`src/rtl/byte_alu_pkg.sv`:
```
package byte_alu_pkg;
  localparam int OPW = 5;

  // status byte bit positions
  localparam int ST_C = 0;
  localparam int ST_Z = 1;
  localparam int ST_I = 2;
  localparam int ST_H = 3;
  localparam int ST_B = 4;
  localparam int ST_P = 5;
  localparam int ST_V = 6;
  localparam int ST_N = 7;

  typedef enum logic [OPW-1:0] {
    OP_ADC  = 5'd0,
    OP_SBC  = 5'd1,
    OP_CMP  = 5'd2,
    OP_AND  = 5'd3,
    OP_OR   = 5'd4,
    OP_XOR  = 5'd5,
    OP_INC  = 5'd6,
    OP_DEC  = 5'd7,
    OP_SHL  = 5'd8,
    OP_RLC  = 5'd9,
    OP_SHR  = 5'd10,
    OP_RRC  = 5'd11,
    OP_SWAP = 5'd12,
    OP_DADD = 5'd13,
    OP_DSUB = 5'd14,
    OP_WADD = 5'd15,
    OP_WSUB = 5'd16,
    OP_WCMP = 5'd17
  } op_e;
endpackage

```
`src/rtl/alu_addsub.sv`:
```
// Adder with optional operand inversion; reports carry, mid carry and overflow.
module alu_addsub #(
  parameter int DW   = 8,
  parameter int HBIT = 3
) (
  input  logic [DW-1:0] x_i,
  input  logic [DW-1:0] y_i,
  input  logic          cin_i,
  input  logic          inv_i,
  output logic [DW-1:0] sum_o,
  output logic          cout_o,
  output logic          hc_o,
  output logic          ov_o
);
  logic [DW-1:0] opnd;
  logic [DW:0]   full;
  logic [DW-1:0] mix;

  always_comb begin
    opnd   = inv_i ? ~y_i : y_i;
    full   = {1'b0, x_i} + {1'b0, opnd} + {{DW{1'b0}}, cin_i};
    sum_o  = full[DW-1:0];
    cout_o = full[DW];
    mix    = x_i ^ opnd ^ full[DW-1:0];
    hc_o   = mix[HBIT+1];
    ov_o   = ~(x_i[DW-1] ^ opnd[DW-1]) & (x_i[DW-1] ^ full[DW-1]);
  end
endmodule

```
`src/rtl/alu_shift.sv`:
```
// Single-place shifts, rotates through carry, and nibble swap.
module alu_shift
  import byte_alu_pkg::*;
#(
  parameter int DW = 8
) (
  input  op_e           op_i,
  input  logic [DW-1:0] a_i,
  input  logic          cin_i,
  output logic [DW-1:0] res_o,
  output logic          cout_o
);
  localparam int NB = DW / 2;

  always_comb begin
    res_o  = a_i;
    cout_o = cin_i;
    case (op_i)
      OP_SHL: begin res_o = {a_i[DW-2:0], 1'b0};  cout_o = a_i[DW-1]; end
      OP_RLC: begin res_o = {a_i[DW-2:0], cin_i}; cout_o = a_i[DW-1]; end
      OP_SHR: begin res_o = {1'b0, a_i[DW-1:1]};  cout_o = a_i[0];    end
      OP_RRC: begin res_o = {cin_i, a_i[DW-1:1]}; cout_o = a_i[0];    end
      OP_SWAP: res_o = {a_i[NB-1:0], a_i[DW-1:NB]};
      default: ;
    endcase
  end
endmodule

```
`src/rtl/alu_decadj.sv`:
```
// Decimal correction after add (sub_i=0) or after subtract (sub_i=1).
module alu_decadj #(
  parameter int DW = 8
) (
  input  logic [DW-1:0] a_i,
  input  logic          cin_i,
  input  logic          hin_i,
  input  logic          sub_i,
  output logic [DW-1:0] res_o,
  output logic          cout_o
);
  localparam int NB = DW / 2;
  localparam logic [DW-1:0] K_LO = DW'(6);
  localparam logic [DW-1:0] K_HI = K_LO << NB;
  localparam logic [DW-1:0] LIM  = (DW'(9) << NB) | DW'(9);

  logic          big;
  logic          fix;
  logic [DW-1:0] step;

  always_comb begin
    if (sub_i) begin
      big  = (a_i > LIM) || !cin_i;
      fix  = (a_i[NB-1:0] > NB'(9)) || !hin_i;
      step = big ? a_i - K_HI : a_i;
      res_o = fix ? step - K_LO : step;
      cout_o = !big;
    end else begin
      big  = (a_i > LIM) || cin_i;
      fix  = (a_i[NB-1:0] > NB'(9)) || hin_i;
      step = big ? a_i + K_HI : a_i;
      res_o = fix ? step + K_LO : step;
      cout_o = big;
    end
  end
endmodule

```
`src/rtl/byte_alu.sv`:
```
// Registered byte/word ALU; one cycle from inputs to result and status.
module byte_alu
  import byte_alu_pkg::*;
#(
  parameter int DW = 8
) (
  input  logic           clk,
  input  logic           rst,
  input  logic [OPW-1:0] op_i,
  input  logic [DW-1:0]  acc_i,
  input  logic [DW-1:0]  ext_i,
  input  logic [DW-1:0]  opnd_lo_i,
  input  logic [DW-1:0]  opnd_hi_i,
  input  logic [7:0]     psw_i,
  output logic [DW-1:0]  res_lo_o,
  output logic [DW-1:0]  res_hi_o,
  output logic [7:0]     psw_o
);
  localparam int WW = 2 * DW;
  localparam int NB = DW / 2;

  op_e op;
  assign op = op_e'(op_i);

  // byte and word adders differ only in width and mid-carry tap
  logic          b_inv, b_cin, b_co, b_hc, b_ov;
  logic [DW-1:0] b_sum;
  logic          w_inv, w_co, w_hc, w_ov;
  logic [WW-1:0] w_sum;

  assign b_inv = (op == OP_SBC) || (op == OP_CMP);
  assign b_cin = (op == OP_CMP) ? 1'b1 : psw_i[ST_C];
  assign w_inv = (op != OP_WADD);

  alu_addsub #(.DW(DW), .HBIT(NB - 1)) u_badd (
    .x_i(acc_i), .y_i(opnd_lo_i), .cin_i(b_cin), .inv_i(b_inv),
    .sum_o(b_sum), .cout_o(b_co), .hc_o(b_hc), .ov_o(b_ov)
  );

  alu_addsub #(.DW(WW), .HBIT(DW + NB - 1)) u_wadd (
    .x_i({ext_i, acc_i}), .y_i({opnd_hi_i, opnd_lo_i}), .cin_i(w_inv), .inv_i(w_inv),
    .sum_o(w_sum), .cout_o(w_co), .hc_o(w_hc), .ov_o(w_ov)
  );

  logic [DW-1:0] sh_res;
  logic          sh_co;
  alu_shift #(.DW(DW)) u_shift (
    .op_i(op), .a_i(acc_i), .cin_i(psw_i[ST_C]), .res_o(sh_res), .cout_o(sh_co)
  );

  logic [DW-1:0] da_res;
  logic          da_co;
  alu_decadj #(.DW(DW)) u_dec (
    .a_i(acc_i), .cin_i(psw_i[ST_C]), .hin_i(psw_i[ST_H]), .sub_i(op == OP_DSUB),
    .res_o(da_res), .cout_o(da_co)
  );

  logic [DW-1:0] nxt_lo, nxt_hi, lg;
  logic [7:0]    nxt_psw;

  always_comb begin
    nxt_lo  = acc_i;
    nxt_hi  = ext_i;
    nxt_psw = psw_i;
    lg      = acc_i;
    case (op)
      OP_ADC, OP_SBC: begin
        nxt_lo        = b_sum;
        nxt_psw[ST_N] = b_sum[DW-1];
        nxt_psw[ST_Z] = ~|b_sum;
        nxt_psw[ST_V] = b_ov;
        nxt_psw[ST_H] = b_hc;
        nxt_psw[ST_C] = b_co;
      end
      OP_CMP: begin
        nxt_psw[ST_N] = b_sum[DW-1];
        nxt_psw[ST_Z] = ~|b_sum;
        nxt_psw[ST_C] = b_co;
      end
      OP_AND, OP_OR, OP_XOR, OP_INC, OP_DEC: begin
        case (op)
          OP_AND:  lg = acc_i & opnd_lo_i;
          OP_OR:   lg = acc_i | opnd_lo_i;
          OP_XOR:  lg = acc_i ^ opnd_lo_i;
          OP_INC:  lg = acc_i + DW'(1);
          default: lg = acc_i - DW'(1);
        endcase
        nxt_lo        = lg;
        nxt_psw[ST_N] = lg[DW-1];
        nxt_psw[ST_Z] = ~|lg;
      end
      OP_SHL, OP_RLC, OP_SHR, OP_RRC, OP_SWAP: begin
        nxt_lo        = sh_res;
        nxt_psw[ST_N] = sh_res[DW-1];
        nxt_psw[ST_Z] = ~|sh_res;
        nxt_psw[ST_C] = sh_co;
      end
      OP_DADD, OP_DSUB: begin
        nxt_lo        = da_res;
        nxt_psw[ST_N] = da_res[DW-1];
        nxt_psw[ST_Z] = ~|da_res;
        nxt_psw[ST_C] = da_co;
      end
      OP_WADD, OP_WSUB: begin
        nxt_lo        = w_sum[DW-1:0];
        nxt_hi        = w_sum[WW-1:DW];
        nxt_psw[ST_N] = w_sum[WW-1];
        nxt_psw[ST_Z] = ~|w_sum;
        nxt_psw[ST_V] = w_ov;
        nxt_psw[ST_H] = w_hc;
        nxt_psw[ST_C] = w_co;
      end
      OP_WCMP: begin
        nxt_psw[ST_N] = w_sum[WW-1];
        nxt_psw[ST_Z] = ~|w_sum;
        nxt_psw[ST_C] = w_co;
      end
      default: ;
    endcase
  end

  always_ff @(posedge clk) begin
    if (rst) begin
      res_lo_o <= '0;
      res_hi_o <= '0;
      psw_o    <= '0;
    end else begin
      res_lo_o <= nxt_lo;
      res_hi_o <= nxt_hi;
      psw_o    <= nxt_psw;
    end
  end
endmodule

```
`config.mk`:
```
export PLATFORM = sky130hd
export DESIGN_NAME = byte_alu
export DESIGN_NICKNAME = d
export VERILOG_FILES = /design/src/rtl/byte_alu_pkg.sv /design/src/rtl/alu_addsub.sv /design/src/rtl/alu_shift.sv /design/src/rtl/alu_decadj.sv /design/src/rtl/byte_alu.sv
export SDC_FILE = /design/constraint.sdc
export NUM_CORES = 1
export LEC_CHECK = 0
export ABC_AREA = 0
export BUFFER_PORTS_ARGS = -buffer_cell sky130_fd_sc_hd__buf_2
export CORE_MARGIN = 2
export CORE_UTILIZATION = 35
export CTS_CLUSTER_DIAMETER = 30
export DETAILED_ROUTE_END_ITERATION = 16
export PLACE_DENSITY_LB_ADDON = 0.08
export RECOVER_POWER = 100
export SLEW_MARGIN = 40
export SYNTH_ARGS = -nofsm -noshare
export SYNTH_HDL_FRONTEND = slang
export SYNTH_SLANG_ARGS = --single-unit
```
`constraint.sdc`:
```
create_clock -name clk -period 10 [get_ports clk]
set_input_delay 2 -clock clk [delete_from_list [all_inputs] [get_ports clk]]
set_output_delay 2 -clock clk [all_outputs]
set_load 0.05 [all_outputs]
```
### After elaboration in Yosys (flattened, before gate mapping)

Cells that the tools add are included.

| storage, ports and cells | value |
|---|---|
| flip-flop bits (word level) | 24 |
| word-level logic and storage cells | 98 |
| output and inout bits | 24 |

| operators by class | value |
|---|---|
| muxes and demuxes | 20 |
| magnitude comparators | 2 |
| equal/unequal tests | 18 |
| add/sub/neg operators | 10 |
| reductions and logical operators | 28 |
| bitwise operators | 17 |

Operator list:

| cell | number |
|---|---|
| case mux 8 bit (5 select lines) | 2 |
| two-way mux 8 bit | 8 |
| equality test 5 x 4 -> 1 bit, second input constant | 8 |
| case mux 8 bit (4 select lines) | 1 |
| OR reduction 8 bit | 4 |
| bitwise XOR 13 bit | 2 |
| equality test 5 x 3 -> 1 bit, second input constant | 4 |
| adder 16 x 16 -> 17 bit | 1 |
| adder 17 x 1 -> 17 bit | 1 |
| two-way mux 16 bit | 1 |
| NOT 16 bit | 1 |
| OR reduction 16 bit | 1 |
| equality test 5 x 2 -> 1 bit, second input constant | 2 |
| equality test 5 bit, second input constant | 2 |
| case mux 1 bit (5 select lines) | 2 |
| OR reduction 2 bit | 5 |
| OR reduction 5 bit | 2 |
| bitwise XOR 5 bit | 2 |
| adder 8 x 8 -> 9 bit | 1 |
| adder 9 x 1 -> 9 bit | 1 |
| adder 8 x 1 -> 8 bit, second input constant | 1 |
| adder 8 x 3 -> 8 bit, second input constant | 1 |
| adder 8 x 7 -> 8 bit, second input constant | 1 |
| AND 8 bit | 1 |
| other kinds (20) | 40 |

### Depth between registers and ports, before layout

| depth | value |
|---|---|
| depth in word-level cells | 9 |
| gate-level depth with buffers | 16 |
| gate-level depth less buffers | 13 |

### Cells and area by module

From an unflattened synthesis, not the netlist that was laid out.

| unflattened totals | value |
|---|---|
| cells, all modules | 638 |
| area total of the unflattened synthesis | 4,842.1 µm² |

Modules (own cells, without submodules):

| module | times used | area each (µm²) | sequential area each (µm²) | cells each |
|---|---|---|---|---|
| byte_alu | 1 | 2,228.4 | 480.5 | 277 |
| alu_addsub (u_wadd) | 1 | 1,122.3 | 0.0 | 147 |
| alu_decadj | 1 | 706.9 | 0.0 | 112 |
| alu_addsub (u_badd) | 1 | 476.7 | 0.0 | 60 |
| alu_shift | 1 | 307.8 | 0.0 | 42 |

### Least setup slack after synthesis

No wires, ideal clock.

| timing path | value |
|---|---|
| path type | input-to-reg |
| start | in op_i[2] |
| end | reg psw_o[1] |
| path slack | 4.200 ns |
| stages on the path | 15 |
| data arrival time | 5.713 ns |
| buffers on the path | 3 |
| cells stage by stage | buf_4 -> nand3b_1 -> buf_2 -> nor2_2 -> clkbuf_1 -> xnor2_1 -> fa_1 -> a21o_1 -> a221o_1 -> a221oi_2 -> xnor2_1 -> nor4_1 -> nand4_1 -> or4_1 -> a221oi_2 |

| on the way | value |
|---|---|
| cells in the longest elaborated chain, start to end | 8 |
| elaborated cells on any way between the ends | 47 |

Ends and longest elaborated chain:

| what | RTL line | text |
|---|---|---|
| from (decl) | byte_alu.sv:9 | `input logic [OPW-1:0] op_i,` |
| parallel branches: the longest is 7 deep, another holds adder 16 x 16 -> 17 bit | - |  |
| case mux 1 bit (5 select lines) * | byte_alu.sv:66 | `case (op)` |
| to (signal assigned) | byte_alu.sv:130 | `psw_o <= nxt_psw;` |
| to (decl) | byte_alu.sv:17 | `output logic [7:0] psw_o` |

Mark *: on every way between the ends. The select of a mux whose other input is x is not followed.
A chain may end at the register's enable or synchronous reset.

### Worst setup path in the final report

| timing path | value |
|---|---|
| start | in op_i[1] |
| end | reg psw_o[1] |

Same word-level chain as after synthesis.

==> flow_metrics.py <==
metrics = {
    "die": {
        "die_area_um2": 13500,
        "fp.dieW_um": 116,
        "initial_core_util_pct": 36.2,
        "rows": 40,
        "fp.dieH_um": 116,
        "core_area_um2": 12200,
        "io-pin-count": 71,
    },
    "critical_path": {
        "critPathLaunchType": "input port",
        "crit_chain": "clkbuf_1 -> nand2_1 -> nor2_2 -> clkbuf_1 -> xnor2_1 -> fa_1 -> a21o_1 -> a221o_1 -> a221oi_1 -> xnor2_1 -> nor4_1 -> nand4_1 -> or4_1 -> a221oi_1",
        "cp.buffers_inverters": 2,
        "crit_required_ps": 10150,
        "cpLargestDelayFamily": "buffers and inverters",
        "critical_path.max_fanout": 30,
        "cpPeakStageDelay_ps": 1080,
        "endpoint_kind": "flop",
        "slowest_stage": "clkbuf_1",
        "crit_type": "in2reg",
        "cp.arrival_ps": 7810,
    },
    "cells_and_area": {
        "finish.utilization_pct": 40.1,
        "num_antenna_cells": 0,
        "area_growth_pct": 10.8,
        "layout-drive-gt1-share_pct": 10.0,
        "fin_nets": 738,
        "instances_no_fill": 805,
    },
    "sta": {
        "fmax_mhz": 131,
        "fin_tns_setup_ps": 0,
        "fin_crit_sh_pct": 76.6,
        "drv_slew": 31,
        "rsz0062_at_grt": "false",
        "fin_ws_ps": 2340,
        "worst_slew_pin_slew_ps": 1530,
        "layout_min_cycle_time_ps": 7660,
        "finalSetupViolations": 0,
        "max_slew_margin_pct": -2.09,
        "final-hold-violation-count": 0,
    },
    "job": {
        "cap_violations": 1,
    },
    "yosys": {
        "synth_cells": 591,
        "async_flop_share_pct": 0,
        "netlist.area_leader.share_pct": 13.6,
        "syn_avg_cell_area_um2": 7.45,
        "yosysTopAreaCell": "ha_1",
        "synth_area_um2": 4410,
        "syn_nets": 690,
        "ys_seq_area_share_pct": 10.9,
        "ys_ff_latch": 24,
        "synthFlopType": "dfxtp_1",
        "synth_edf_count": 0,
        "synthMostInstantiatedCell": "nor2_1",
        "synth_area_leaders": "ha_1 (14%), dfxtp_1 (11%), xnor2_1 (7.4%), nor2_1 (5.2%), a21oi_1 (4.3%)",
        "ys_warn_count": 0,
        "synth_common_cells": "nor2_1 (61), ha_1 (48), nand2_1 (46)",
        "synth_cell_types": 75,
    },
    "cts": {
        "hold_buffers": 0,
        "h-tree-depth": 1,
        "cts.clk_slew.worst_paths_ps": 60,
        "numCtsBuffers": 3,
        "cts_sinks": 24,
        "cts_resized": 0,
        "root_buffer": "clkbuf_16",
        "cts_tree": "yes",
        "clockBufferDepth": 2,
        "cts_setup_buffers": 0,
    },
    "place": {
        "dp_slack_ps": 3790,
        "dp_hpwl_um": 12700,
        "place_congestion": 1.01,
        "numPortBuffers": 70,
        "dp_cells": 802,
    },
    "pwr": {
        "finalPower_mw": 0.471,
        "p_leak_nw": 1.96,
        "power_per_cell_area_nw_per_um2": 96.5,
        "peakVddDrop_mv": 0.0424,
    },
    "run_status": {
        "outcome": "finished with violations",
        "violations": "max-capacitance violations, max-slew violations",
    },
    "route": {
        "ant_nets": 0,
        "wl_um": 16300,
        "drtIter0Drc": 361,
        "viasPerCell": 6.04,
        "drt-pass1-iter-count": 5,
        "route.detailed.drc": 0,
        "vias": 4861,
        "wire_per_inst_um": 20.2,
    },
    "global_routing": {
        "antenna_found_initial": 1,
        "grt_usage_pct": 24.0,
        "grt-ovfl-total": 0,
        "grt_pass1_wl_um": 25000,
        "grt_max_degree": 31,
        "first_global_vias": 4525,
    },
    "min_path": {
        "min_path_type": "in2reg",
    },
}
[per-stage QoR]
step                      hold slack (ps)  area (µm²)
final                                1960        4880
after global routing                 1960        4880
after CTS                            1960        4930
after detailed placement             2220        4860
after global placement               2210        4860
after floorplan                      2070        4410
[worst paths after layout]
| path | from | depth (start not counted) | slack, ps | endpoint |
|---|---|---|---|---|
| max | op_i[1] | 14 | 2340 | psw_o[1] |
| min | psw_i[4] | 2 | 1960 | psw_o[4] |
[cell usage in the layout (no fill, tap or decap), drive strengths merged, types with 5 or more instances in the layout]
master / count
xnor2: 37
nor3: 14
ha: 48
o21ai: 29
mux2i: 14
nor4: 10
a221o: 5
nand4: 5
nor3b: 5
xor2: 11
nand3b: 6
nor2b: 10
a21boi: 6
a211oi: 18
nand2: 46
nand3: 6
and3: 5
a221oi: 17
nor2: 62
clkbuf: 30
a211o: 5
a21oi: 39
a21o: 9
inv: 29
a31oi: 7
dfxtp: 24
o21a: 8
buf: 45
nand2b: 6
and2: 6
[area by class of cell]
type / instances / area (µm²)
Clock buffer: 3 / 75.1
Fill cell: 1307 / 7280
Inverter: 29 / 109
Multi-Input combinational cell: 509 / 3680
Sequential cell: 24 / 480
Tap cell: 168 / 210
Timing Repair Buffer: 72 / 329
[power breakdown]
| part | switching [mW] | internal [mW] | leakage, nW | total (mW) |
|---|---|---|---|---|
| combinational | 0.185 | 0.0968 | 1.73 | 0.282 |
| sequential | 0.00184 | 0.103 | 0.200 | 0.105 |
| clock | 0.0315 | 0.0528 | 0.0370 | 0.0843 |
[sequential cells by signal, indices dropped and copies added, names as in the netlist]
| register | flops |
|---|---|
| res_lo_o | 8 |
| psw_o | 8 |
| res_hi_o | 8 |
[logic make-up (layout without fill, tap and decap cells)]
kind of cell               Yosys count  after routing  share of synthesized area [%]
adders and majority gates           52             52                           15.5
xor gates and xnor gates            48             48                           9.54
muxes                               17             17                           3.95
and+or+nand+nor                    200            200                           22.9
AOI/OAI and AO/OA                  192            192                           32.0
DFF                                 24             24                           10.9
buffers and inverters               58            104                           5.31
[metal layers]
metal,track usage (%),part of all wire (%),vias to the layer above
li1,-,-,2321
met3,1.71,6.1,32
met4,7.30,2.5,0
met2,36.8,43,184
met1,35.7,48,2324
met5,0,0,-
(Power assumes the default switching activity.)
